File: src/rtl/irqs_pkg.sv
package irqs_pkg;
   localparam int STAT_W    = 16;
   localparam int CMD_EVT_W = 5;
   localparam int DAT_EVT_W = 6;

   localparam int B_CMD_DONE  = 0;
   localparam int B_XFER_DONE = 1;
   localparam int B_RD_RDY    = 2;
   localparam int B_WR_RDY    = 3;
   localparam int B_CMD_TMO   = 8;
   localparam int B_CMD_CRC   = 9;
   localparam int B_CMD_END   = 10;
   localparam int B_CMD_IDX   = 11;
   localparam int B_DAT_TMO   = 12;
   localparam int B_DAT_CRC   = 13;
   localparam int B_DAT_END   = 14;
   localparam int B_ERR_SUM   = 15;

   localparam logic [STAT_W-1:0] CMD_MASK = 16'h0F01;
   localparam logic [STAT_W-1:0] DAT_MASK = 16'h700E;
   localparam logic [STAT_W-1:0] ERR_MASK = 16'h7F00;

   typedef enum logic [1:0] {
      SEL_STAT     = 2'd0,
      SEL_STAT_EN  = 2'd1,
      SEL_SIG_EN   = 2'd2,
      SEL_LINE_RST = 2'd3
   } reg_sel_e;
endpackage

File: src/rtl/irqs_flag_bank.sv
module irqs_flag_bank #(
   parameter int W = 16
) (
   input  logic         clk,
   input  logic         rst_n,
   input  logic [W-1:0] set_i,
   input  logic [W-1:0] clr_i,
   input  logic [W-1:0] hold_i,
   output logic [W-1:0] q_o
);
   generate
      if (W < 1) begin : g_bad_width
         $error("irqs_flag_bank: W must be at least 1");
      end
      for (genvar b = 0; b < W; b++) begin : g_bit
         logic r;
         always_ff @(posedge clk or negedge rst_n) begin
            if (!rst_n)          r <= 1'b0;
            else if (hold_i[b])  r <= 1'b0;
            else if (set_i[b])   r <= 1'b1;
            else if (clr_i[b])   r <= 1'b0;
         end
         assign q_o[b] = r;
      end
   endgenerate
endmodule

File: src/rtl/irqs_line_reset.sv
module irqs_line_reset #(
   parameter int CYCLES = 6
) (
   input  logic clk,
   input  logic rst_n,
   input  logic start_i,
   output logic busy_o
);
   localparam int CW = $clog2(CYCLES + 1);

   generate
      if (CYCLES < 1) begin : g_bad_cycles
         $error("irqs_line_reset: CYCLES must be at least 1");
      end
   endgenerate

   logic [CW-1:0] cnt;

   always_ff @(posedge clk or negedge rst_n) begin
      if (!rst_n)                       cnt <= '0;
      else if (start_i && cnt == '0)    cnt <= CW'(CYCLES);
      else if (cnt != '0)               cnt <= cnt - 1'b1;
   end

   assign busy_o = (cnt != '0);
endmodule

File: src/rtl/sdhost_irq_status.sv
module sdhost_irq_status
   import irqs_pkg::*;
#(
   parameter int                RST_CYCLES   = 6,
   parameter logic [STAT_W-1:0] STAT_EN_INIT = 16'hFFFF,
   parameter bit                IRQ_REG      = 1'b0
) (
   input  logic                 clk,
   input  logic                 rst_n,
   input  logic [CMD_EVT_W-1:0] cmd_evt,
   input  logic [DAT_EVT_W-1:0] dat_evt,
   input  logic                 issue_req,
   input  logic                 issue_data,
   output logic                 issue_ack,
   output logic                 cmd_inhibit,
   output logic                 dat_inhibit,
   input  logic                 wr_en,
   input  logic [1:0]           wr_addr,
   input  logic [STAT_W-1:0]    wr_data,
   output logic [STAT_W-1:0]    status,
   output logic [STAT_W-1:0]    stat_en_q,
   output logic [STAT_W-1:0]    sig_en_q,
   output logic [1:0]           line_rst,
   output logic                 irq
);
   localparam logic [STAT_W-1:0] SUM_BIT = STAT_W'(1) << B_ERR_SUM;

   logic [STAT_W-1:0] raw_set, set_vec, clr_vec, hold_vec, flags;
   logic              wr_stat, wr_sen, wr_gen;
   logic              cmd_start, dat_start, cmd_busy, dat_busy;
   logic              cmd_hold, dat_hold, err_sum, irq_raw;
   logic              cmd_end_evt, dat_end_evt;
   logic              cmd_inh_r, dat_inh_r;

   assign wr_stat   = wr_en && (wr_addr == SEL_STAT);
   assign wr_sen    = wr_en && (wr_addr == SEL_STAT_EN);
   assign wr_gen    = wr_en && (wr_addr == SEL_SIG_EN);
   assign cmd_start = wr_en && (wr_addr == SEL_LINE_RST) && wr_data[0];
   assign dat_start = wr_en && (wr_addr == SEL_LINE_RST) && wr_data[1];

   irqs_line_reset #(.CYCLES(RST_CYCLES)) u_cmd_rst (
      .clk(clk), .rst_n(rst_n), .start_i(cmd_start), .busy_o(cmd_busy));
   irqs_line_reset #(.CYCLES(RST_CYCLES)) u_dat_rst (
      .clk(clk), .rst_n(rst_n), .start_i(dat_start), .busy_o(dat_busy));

   assign cmd_hold = cmd_start | cmd_busy;
   assign dat_hold = dat_start | dat_busy;
   assign line_rst = {dat_busy, cmd_busy};

   always_comb begin
      raw_set              = '0;
      raw_set[B_CMD_DONE]  = cmd_evt[0];
      raw_set[B_CMD_TMO]   = cmd_evt[1];
      raw_set[B_CMD_CRC]   = cmd_evt[2];
      raw_set[B_CMD_END]   = cmd_evt[3];
      raw_set[B_CMD_IDX]   = cmd_evt[4];
      raw_set[B_XFER_DONE] = dat_evt[0];
      raw_set[B_RD_RDY]    = dat_evt[1];
      raw_set[B_WR_RDY]    = dat_evt[2];
      raw_set[B_DAT_TMO]   = dat_evt[3];
      raw_set[B_DAT_CRC]   = dat_evt[4];
      raw_set[B_DAT_END]   = dat_evt[5];
   end

   assign set_vec  = raw_set & stat_en_q & ~SUM_BIT;
   assign clr_vec  = wr_stat ? wr_data : '0;
   assign hold_vec = ({STAT_W{cmd_hold}} & CMD_MASK) | ({STAT_W{dat_hold}} & DAT_MASK) | SUM_BIT;

   irqs_flag_bank #(.W(STAT_W)) u_flags (
      .clk(clk), .rst_n(rst_n), .set_i(set_vec), .clr_i(clr_vec),
      .hold_i(hold_vec), .q_o(flags));

   assign err_sum = |(flags & ERR_MASK);
   assign status  = (flags & ~SUM_BIT) | (err_sum ? SUM_BIT : '0);

   always_ff @(posedge clk or negedge rst_n) begin
      if (!rst_n) begin
         stat_en_q <= STAT_EN_INIT;
         sig_en_q  <= '0;
      end else begin
         if (wr_sen) stat_en_q <= wr_data;
         if (wr_gen) sig_en_q  <= wr_data;
      end
   end

   assign irq_raw = |(status & sig_en_q);

   generate
      if (IRQ_REG) begin : g_irq_reg
         logic irq_q;
         always_ff @(posedge clk or negedge rst_n) begin
            if (!rst_n) irq_q <= 1'b0;
            else        irq_q <= irq_raw;
         end
         assign irq = irq_q;
      end else begin : g_irq_comb
         assign irq = irq_raw;
      end
   endgenerate

   assign cmd_end_evt = cmd_evt[0] | cmd_evt[1];
   assign dat_end_evt = dat_evt[0] | dat_evt[3] | dat_evt[4] | dat_evt[5];
   assign issue_ack   = issue_req & ~cmd_inh_r & ~dat_inh_r & ~cmd_hold & ~dat_hold;

   always_ff @(posedge clk or negedge rst_n) begin
      if (!rst_n) begin
         cmd_inh_r <= 1'b0;
         dat_inh_r <= 1'b0;
      end else begin
         if (cmd_hold)                      cmd_inh_r <= 1'b0;
         else if (issue_ack)                cmd_inh_r <= 1'b1;
         else if (cmd_end_evt)              cmd_inh_r <= 1'b0;
         if (dat_hold)                      dat_inh_r <= 1'b0;
         else if (issue_ack && issue_data)  dat_inh_r <= 1'b1;
         else if (dat_end_evt)              dat_inh_r <= 1'b0;
      end
   end

   assign cmd_inhibit = cmd_inh_r;
   assign dat_inhibit = dat_inh_r;
endmodule

File: config.mk
export PLATFORM = sky130hd
export DESIGN_NAME = sdhost_irq_status
export DESIGN_NICKNAME = d
export VERILOG_FILES = /design/src/rtl/irqs_pkg.sv /design/src/rtl/irqs_flag_bank.sv /design/src/rtl/irqs_line_reset.sv /design/src/rtl/sdhost_irq_status.sv
export SDC_FILE = /design/constraint.sdc
export NUM_CORES = 1
export LEC_CHECK = 0
export ABC_AREA = 1
export BUFFER_PORTS_ARGS = -buffer_cell sky130_fd_sc_hd__buf_2
export CAP_MARGIN = 30
export CORE_MARGIN = 4
export CORE_UTILIZATION = 44
export CTS_BUF_LIST = sky130_fd_sc_hd__clkbuf_16
export DETAILED_ROUTE_END_ITERATION = 8
export PLACE_DENSITY = 0.84
export SLEW_MARGIN = 20
export SYNTH_ARGS = -nofsm -noshare
export SYNTH_HDL_FRONTEND = slang
export SYNTH_SLANG_ARGS = --single-unit
File: constraint.sdc
create_clock -name clk -period 1.3 [get_ports clk]
set_input_delay 0.26 -clock clk [delete_from_list [all_inputs] [get_ports clk]]
set_output_delay 0.26 -clock clk [all_outputs]
set_load 0.05 [all_outputs]
# [Word-level counts from Yosys, hierarchy flattened]
# Cells that the tools add are included.
[word_totals] ff_bits=55 latch_bits=0 ram_bits=0 rom_bits=0 in_bits=34 out_inout_bits=54 elab_cells=136 memories=0
[classes] n_addsub=2 multipliers=0 n_div=0 n_lt_le_gt_ge=0 n_eq_ne=3 shifts=0 mux=57 bitwise_logic=18 n_reduce_logical=35
[op_table] op="$reduce_bool 3->1" count=19
[op_table] op="$mux 1" count=51
[op_table] op="$and 16x16->16" count=1
[op_table] op="$mux 16" count=1
[op_table] op="$or 15x16->16" count=1
[op_table] op="$reduce_or 16->1" count=1
[op_table] op="$and 15x15->15" count=1
[op_table] op="$mux 15" count=1
[op_table] op="$or 12x15->15" count=1
[op_table] op="$mux 3" count=4
[op_table] op="$logic_and 1x1->1" count=9
[op_table] op="$reduce_or 7->1" count=1
[op_table] op="$logic_not 3->1" count=2
[op_table] op="$or 1x1->1" count=6
[op_table] op="$sub 3x1->3 const B" count=2
[op_table] op="$and 1x1->1" count=4
[op_table] op="$eq 2x2->1 const B" count=2
[op_table] op="$not 1->1" count=4
[op_table] op="$reduce_bool 2->1" count=2
[op_table] op="$eq 2x1->1 const B" count=1
[op_table] op="$logic_not 2->1" count=1

# [Logic depth before layout (Yosys ltp)]
# Gate-level depths: netlist of run 1.
[depth] ltp_word=10 ltp_mapped=8 depth_no_buf=8

# [Hierarchy]
# Synthesis of run 1 repeated with hierarchy kept, for this count alone.
[hier_totals] hier_cells=363 hier_area_um2=2885.3
[modules_own_cells] module="sdhost_irq_status" n_inst=1 cells_per_inst=219 area_per_inst_um2=1681.6 seq_area_each_um2=870.8
[modules_own_cells] module="irqs_flag_bank" n_inst=1 cells_per_inst=96 area_per_inst_um2=840.8 seq_area_each_um2=400.4
[modules_own_cells] module="irqs_line_reset" n_inst=2 cells_per_inst=24 area_per_inst_um2=181.4 seq_area_each_um2=75.1

# [Worst setup path before layout of run 1]
# OpenSTA, ideal clock, no wires.
[synth_timing] kind="flip-flop to output port" startpoint="register u_cmd_rst.cnt[0]" endpoint="output port issue_ack" arrival_time_ps=1436 required_time_ps=1040 path_slack_ps=-396 path_stages_with_launch=9 n_path_buf=0 path_cell_list="dfrtp_1 > inv_1 > ha_1 > inv_1 > nor2_1 > nand2_2 > nor2_1 > nand2_1 > inv_1"
[synth_between] elab_chain_cells=5
[synth_rtl] element="start, declared" line_no="irqs_line_reset.sv:17" rtl="logic [CW-1:0] cnt;"
[synth_rtl] element="start signal, assigned" line_no="irqs_line_reset.sv:21" rtl="else if (start_i && cnt == '0) cnt <= CW'(CYCLES);"
[synth_rtl] element="start signal, assigned" line_no="irqs_line_reset.sv:22" rtl="else if (cnt != '0) cnt <= cnt - 1'b1;"
[synth_rtl] element="$reduce_bool 3->1" line_no="irqs_line_reset.sv:25" rtl="assign busy_o = (cnt != '0);"
[synth_rtl] element="$or 1x1->1" line_no="sdhost_irq_status.sv:46" rtl="assign cmd_hold = cmd_start | cmd_busy;"
[synth_rtl] element="$not 1->1" line_no="sdhost_irq_status.sv:103" rtl="assign issue_ack = issue_req & ~cmd_inh_r & ~dat_inh_r & ~cmd_hold & ~dat_hold;"
[synth_rtl] element="$and 1x1->1 (2 in series)" line_no="sdhost_irq_status.sv:103"
[synth_rtl] element="end, declared" line_no="sdhost_irq_status.sv:14" rtl="output logic issue_ack,"
# Every way passes these cells.

# [Final worst setup path of run 1]
# Ends and elaborated chain as after synthesis.

==> results.env, run 1 <==
ROUTE.ANTENNA.REMAINING_NETS=0
DR_TOTAL_VIAS=2063
IOS=88
WHS_PATH_DEPTH=3
CTSLONGESTPATHBUFFERS=2
CRIT_PATH_MAX_INCR_DELAY_PS=390
TIMING.REG2REG.WORST_PATH_DEPTH=8
SLOWEST_STAGE_CELL_CRIT_PATH='dfrtp_1'
P_LEAK_nW=1.74
CORE_FOOTPRINT_SQ_MM=0.00511
DETAIL_ROUTE.VIAS_PER_CELL=4.71
CRIT_CELLS=9
MIN_PATH_TYPE='in -> reg'
FIN_NETS=405
POST_SYNTH_INST_COUNT=263
YS_SEQ_AREA_SHARE_PCT=55.8
LARGEST_NET_DEGREE_AT_THE_START_OF_GLOBAL_ROUTING=52
TIMING.FMAX_MHz=575
DIE_HEIGHT_MICRONS=80.7
FIN_SETUP_TNS_PS=-1700
GRT_ANTENNA_BEFORE_REPAIR=0
CTS_HTREE_LEVELS=2
START_UTIL_PCT=45.5
GRT_PASS1_VIAS=2047
NUMBER_OF_DRC_MARKERS_AFTER_THE_INITIAL_DETAILED_ROUTE_ITERATION=93
WORSTPATHBUFFERINVERTERCOUNT=4
DIEAREA_SQ_MM=0.00651
WORST-ENDPOINT-ARRIVAL_PS=1480
FILLCELLCOUNT=427
YOSYS_WARNINGS=0
FINALSETUPVIOLATIONS=5
DRT_FIRST_PASS_ITERS=5
DRV_CAP=0
GRT_USE_TOTAL_PCT=19.3
GRT_PASS1_WL_MM=9.57
ROUTEDWLPERCELL_MICRONS=13.9
POST_ROUTE_CELLS_DRIVE_ABOVE_1_SHARE_PCT=48.1
REPORT.FINAL.SLEW_VIOL_COUNT=0
AREA_DELTA_SYNTH_FINAL_PCT=46.4
PORT-BUFFER-COUNT=83
AVGSYNTHCELLAREA_SQ_UM=8.84
WORSTSETUPPATHTYPE='reg -> out'
WORST_IR_DROP_VDD_mV=1.08
MULTI_INPUT_AREA_SQ_UM=872
SYN_AREA_SQ_MM=0.00232
POWER_mW=6.45
CTS_NUM_SINKS=51
ESTIMATED_WIRELENGTH_OF_THE_DETAIL_PLACED_DESIGN_MM=4.30
CRIT_PATH_MAX_FANOUT=2
ROUTABILITY_CONGESTION_ESTIMATE_FROM_GLOBAL_PLACEMENT=0.742
FINAL-SEQ-AREA_SQ_MM=0.00131
ANTENNA-DIODE-COUNT=0
WORSTPATHREQUIRED_PS=1040
VIOLATIONS_IN_THE_FINAL_REPORTS='setup timing'
UNREPAIRED_SETUP_ENDPOINTS_AFTER_GLOBAL_ROUTING='true'
FINAL_MIN_PERIOD_OVER_CLOCK_PERIOD_PCT=134
CLOCK_SKEW_PS=2.53
CLK_TRANSITION_REPORTED_PATHS_PS=60
POWERDENSITY_mW_PER_MM2=1890
TOTAL_CLOCK_BUFFERS_CREATED_BY_CTS=5
CLK_LATENCY_PS=280
DRT_WL_TOTAL_MM=6.07
NUM_ROWS=26
CRIT_PATH_CELL_TRACE='inv_2 > ha_4 > inv_2 > nor2_4 > nand2_4 > nor2_4 > nand2_2 > clkinvlp_4 > buf_8'
CP-START-KIND='flop'
CLK_ROOT_BUFFER_CELL='clkbuf_16'
DIE_WIDTH_MICRONS=80.7
OVERFLOW=0
TRITONCTS='yes'
POST-ROUTE-MIN-PERIOD_PS=1740
FINAL-HOLD-VIOLATION-COUNT=0
DRC_VIOLATIONS_LEFT=0
SYNTH_CELL_TYPES=20
ENDPOINT_KIND='output port'
POST-ROUTE-WORST-SETUP-SLACK_PS=-438
CRIT_FAMILY='flip-flops'
RUN_STATUS='finished, violations left'
SYNTH_SEQ_CELLS=51
## per-layer routing
layer | vias up | GRT usage, % | wire length, microns
met5 | - | 0 | 0
met4 | 0 | 4.39 | 74
met3 | 8 | 3.48 | 368
met2 | 61 | 34.3 | 3110
met1 | 968 | 24.3 | 2520
li1 | 1026 | - | -
## worst register-to-register path, stage by stage (launching register included)
cell and delay, ps:
dfrtp_1 390, inv_2 90, ha_4 130, inv_2 40, nor2_4 100, nand2_4 70
buf_4 170, nor2_1 90, a21oi_1 50
## timing repair
| item | in CTS | in global routing |
|---|---|---|
| setup buffers | 13 | 6 |
| setup endpoints to repair | 23 | 26 |
| pin swaps | 8 | 9 |
| hold endpoints to repair | 35 | 0 |
| resized for setup | 46 | 30 |
| hold buffers | 1 | 0 |
## layout by cell type (no fill, tap or decap), drive strengths merged
| cell type | n |
|---|---|
| dfrtp | 35 |
| ha | 4 |
| dfstp | 16 |
| clkinv | 2 |
| dlygate4sd3 | 1 |
| clkinvlp | 1 |
| inv | 31 |
| nor3 | 2 |
| o21ai | 49 |
| buf | 116 |
| nor2 | 10 |
| a21oi | 13 |
| nand3 | 8 |
| xor2 | 2 |
| conb | 4 |
| clkbuf | 7 |
| nand2 | 63 |
| nand4 | 4 |
## state kept, by name (all words and copies together) (netlist names)
name,cells
sig_en_q,16
stat_en_q,16
u_flags.g_bit.r,11
u_cmd_rst.cnt,3
u_dat_rst.cnt,3
cmd_inhibit,1
dat_inhibit,1
## worst paths after layout
path	end	start	slack, ps
min in group asynchronous	u_cmd_rst.cnt[0]$_DFFE_PN0P_	rst_n	500
hold / removal	stat_en_q[5]$_DFFE_PN1P_	wr_data[5]	200
setup reg to reg	u_cmd_rst.cnt[1]$_DFFE_PN0P_	u_cmd_rst.cnt[0]$_DFFE_PN0P_	60
hold reg to reg	sig_en_q[7]$_DFFE_PN0P_	sig_en_q[7]$_DFFE_PN0P_	480
max in group asynchronous	stat_en_q[4]$_DFFE_PN1P_	rst_n	510
setup / recovery	issue_ack	u_cmd_rst.cnt[0]$_DFFE_PN0P_	-440
## report_power, final
part / switching [mW] / internal, mW
clock network: 0.520 / 0.693
registers: 0.233 / 1.96
logic: 1.87 / 1.18
total: 2.62 / 3.83
## cells by family (layout without fill, tap and decap cells)
| group | after synthesis | in the layout | share of synthesized area (%) |
|---|---|---|---|
| XOR/XNOR | 2 | 2 | 0.754 |
| buffers and inverters | 56 | 158 | 12.2 |
| AO/OA/AOI/OAI | 62 | 62 | 13.8 |
| other | 1 | 4 | 0.161 |
| flip-flops | 51 | 51 | 55.8 |
| adder cells (fa/ha/maj) | 4 | 4 | 2.15 |
| AND/OR/NAND/NOR | 87 | 87 | 15.1 |
## area by class of cell
type	instances	share of cell area (%)
well taps	70	2.57
clock buffers	5	3.68
repair buffers	119	25.8
clock inverters	3	0.331
flip-flops and latches	51	38.4
multi-input cells	159	25.6
inverters	31	3.60
## Yosys cell counts
master    count  area share [%]
xor2_1        2            0.75
inv_2         2            0.32
nand3_1       8             1.7
clkbuf_1      2            0.32
nor3_1        2            0.43
nand4_1       4             1.1
nand2_2       1            0.27
inv_1        29             4.7
o21ai_0      47              10
ha_1          4             2.2
nor2_1       10             1.6
o21ai_4       1            0.70
nand2_1      62              10
conb_1        1            0.16
dfstp_2      16              18
buf_4        18             5.8
buf_2         5             1.1
o21ai_1       1            0.22
a21oi_1      13             2.8
dfrtp_1      35              38
## through the flow
step	utilization, %	setup slack (ps)	area [sq um]	hold slack, ps	instances
floorplan	-	-196	2400	-35.6	266
global placement	58.7	-263	3000	268	424
detailed placement	58.7	-303	3000	269	424
CTS	66.1	-411	3370	201	446
global route	66.7	-513	3400	220	438
finish	66.7	-438	3400	203	438
(Power assumes the default switching activity.)
==> run 2: changes to the inputs <==
Settings changed: CORE_MARGIN 4 to 2, MAX_ROUTING_LAYER set to met4.
==> run 2 against run 1 <==
  * Count of clock-buffer cells in the layout stayed put
  * The flow still finishes with violations (setup timing)
  * Fmax is 0.12% higher
  * Core utilization is 2.1 points higher
  * Non-clock buffer count is 6 higher
  * Clock power is 22% higher
  * Critical path depth stayed put
==> results.env, run 2 (synthesis results as in run 1) <==
RUN_STATUS='finished, violations left'
VIOLATIONS_IN_THE_FINAL_REPORTS='setup timing'
POST_LAYOUT_NONFILLER_INSTANCES=444  # +1.4%
NUMBER_OF_DRC_MARKERS_AFTER_THE_INITIAL_DETAILED_ROUTE_ITERATION=157  # +69%
POST-ROUTE-WORST-SETUP-SLACK_PS=-436  # +2.10 ps
FINALSETUPVIOLATIONS=7  # +2
CORE_FOOTPRINT_SQ_MM=0.00511  # unchanged
WORST-ENDPOINT-ARRIVAL_PS=1480  # about the same
FIN_NETS=411  # +1.5%
NUM_ROWS=26  # unchanged
UNREPAIRED_SETUP_ENDPOINTS_AFTER_GLOBAL_ROUTING='true'
START_UTIL_PCT=45.5  # unchanged
GRT_PASS1_VIAS=2106  # +2.9%
DR_TOTAL_VIAS=2143  # +3.9%
DIE_WIDTH_MICRONS=76.7  # -5.0%
CLK_LATENCY_PS=290  # about the same
CTSLONGESTPATHBUFFERS=2  # unchanged
OVERFLOW=0  # unchanged
FILLCELLCOUNT=417  # -2.3%
CRIT-REG2REG-CAPTURE='u_cmd_rst.cnt[2]$_DFFE_PN0P_'
MOST_COMMON_CELL_AFTER_LAYOUT_FILL_AND_TAPS_ASIDE='nand2_1'
TIMING.RR.START='u_cmd_rst.cnt[1]$_DFFE_PN0P_'
CTS_NUM_SINKS=51  # unchanged
PORT-BUFFER-COUNT=83  # unchanged
WL_MET3_MICRONS=317  # -14%
CTS_HTREE_LEVELS=2  # unchanged
ROUTED.TOP_LAYER='met4'
ROUTE.ANTENNA.REMAINING_NETS=0  # unchanged
P_LEAK_nW=1.80  # +3.5%
DRT_WL_TOTAL_MM=6.20  # +2.0%
IOS=88  # unchanged
ROUTEDWLPERCELL_MICRONS=14.0  # +0.65%
POST-ROUTE-MIN-PERIOD_PS=1740  # -2.10 ps
TRITONCTS='yes'
REPORT.FINAL.SLEW_VIOL_COUNT=0  # unchanged
DRV_CAP=0  # unchanged
FINAL-HOLD-VIOLATION-COUNT=0  # unchanged
DRT_FIRST_PASS_ITERS=4  # -1
SETUP.REG_TO_REG.WORST_SLACK_PS=50  # about the same
CLK_ROOT_BUFFER_CELL='clkbuf_16'
GRT_PASS1_WL_MM=9.88  # +3.2%
LARGEST_NET_DEGREE_AT_THE_START_OF_GLOBAL_ROUTING=52  # unchanged
GRT_USE_TOTAL_PCT=21.9  # +2.6 points
FINAL_CELL_MIX='nand2_1 (59), buf_2 (52), o21ai_0 (45)'
TIMING.FMAX_MHz=576  # +0.12%
WORSTPATHREQUIRED_PS=1040  # about the same
LARGESTREGISTERS='sig_en_q x16, stat_en_q x16, u_flags.g_bit.r x11'
CLK_TRANSITION_REPORTED_PATHS_PS=70  # about the same
POWER_mW=6.68  # +3.6%
ANTENNA-DIODE-COUNT=0  # unchanged
TIMING.CRITICAL_PATH.FROM='u_dat_rst.cnt[1]$_DFFE_PN0P_'
CP-START-KIND='flop'
DIE_HEIGHT_MICRONS=76.7  # -5.0%
WORST_IR_DROP_VDD_mV=1.09  # +0.76%
FINAL_MIN_PERIOD_OVER_CLOCK_PERIOD_PCT=134  # -0.16 points
ROUTABILITY_CONGESTION_ESTIMATE_FROM_GLOBAL_PLACEMENT=0.787  # +6.1%
POSTPLACECELLAREA_SQ_MM=0.00302  # +0.75%
POST_ROUTE_CELLS_DRIVE_ABOVE_1_SHARE_PCT=48.9  # +0.83 points
POWERDENSITY_mW_PER_MM2=1900  # +0.47%
FIN_SETUP_TNS_PS=-1660  # +36.9 ps
GRT_ANTENNA_BEFORE_REPAIR=0  # unchanged
CRIT_PATH_MAX_FANOUT=2  # unchanged
DETAIL_ROUTE.VIAS_PER_CELL=4.83  # +2.5%
CLOCK_SKEW_PS=3.19  # +0.663 ps
ENDPOINT_KIND='output port'
WORSTSETUPPATHTYPE='reg -> out'
SETUP.WORST_PATH.END='issue_ack'
DIEAREA_SQ_MM=0.00588  # -9.7%
ESTIMATED_WIRELENGTH_OF_THE_DETAIL_PLACED_DESIGN_MM=4.17  # -2.9%
TOTAL_CLOCK_BUFFERS_CREATED_BY_CTS=5  # unchanged
ROUTE.LAYER.MET1.WL_MM=2.56  # +1.5%
STDCELL_AREA_SQ_MM=0.00351  # +3.1%
MIN_PATH_TYPE='in -> reg'
PLACE.DETAILED.INSTANCES=427  # +0.71%
AREA_DELTA_SYNTH_FINAL_PCT=51.0
WL_MET2_MM=3.24  # +4.1%
TIMING.REG2REG.WORST_PATH_DEPTH=7  # -1
DRC_VIOLATIONS_LEFT=0  # unchanged
==> run 2: cell count changes in the layout (fill, tap and decap cells not counted), sizes merged <==
cell	change
inv	-1
buf	+8
bufinv	+1
clkbuf	-2
==> run 2: layout make-up <==
| type | instances | area (sq um) | share of cell area [%] |
|---|---|---|---|
| multi-input cells | 159 | 857 | 24.4 |
| flip-flops and latches | 51 | 1310 | 37.3 |
| repair buffers | 125 | 968 | 27.6 |
| clock buffers | 5 | 125 | 3.56 |
| clock inverters | 3 | 43.8 | 1.25 |
| well taps | 70 | 87.6 | 2.49 |
| inverters | 31 | 120 | 3.42 |
==> run 2: per-layer routing <==
metal | up-vias | track usage (%)
li1 | 1043 | -
met1 | 1018 | 26.0
met2 | 72 | 37.8
met3 | 10 | 4.82
met4 | 0 | 6.18
met5 | - | -
==> run 2: how the worst min path moves through the flow <==
stage,startpoint,to,slack [ps],depth (start not counted)
finish,issue_data,dat_inhibit$_DFFE_PN0P_,200,3
global route,wr_data[7],stat_en_q[7]$_DFFE_PN1P_,210,3
CTS,issue_data,dat_inhibit$_DFFE_PN0P_,200,3
detailed placement,rst_n,sig_en_q[4]$_DFFE_PN0P_,270,2
global placement,rst_n,sig_en_q[4]$_DFFE_PN0P_,270,2
floorplan,rst_n,cmd_inhibit$_DFFE_PN0P_,-40,0
==> run 2: through the flow <==
stage	util (%)	setup slack, ps	hold WS (ps)
after CTS	66.1	-414	203
after floorplan	-	-196	-35.6
final	68.7	-436	202
after global routing	68.7	-502	215
after detailed placement	59.1	-317	269
after global placement	59.1	-265	267
==> run 2: repair_timing <==
action	4_1_cts	5_1_grt
setup endpoints to repair	25	28
resized for setup	47	37
pin swaps	6	4
hold buffers	1	0
endpoints found under the hold margin	35	0
buffers inserted	5	4
==> run 2: worst max-delay path, stage by stage (launching register included) <==
cell and delay, ps:
dfrtp_1 390, inv_2 90, ha_4 120, inv_2 40, nor2_4 140, o21ai_4 80, inv_2 60, nand2_2 70
clkinvlp_4 70, buf_8 130
==> run 2: where the power goes <==
| part | switching [mW] | total [mW] | internal (mW) |
|---|---|---|---|
| combinational | 1.84 | 3.01 | 1.17 |
| sequential | 0.232 | 2.19 | 1.96 |
| clock | 0.574 | 1.48 | 0.908 |
| total | 2.65 | 6.68 | 4.03 |
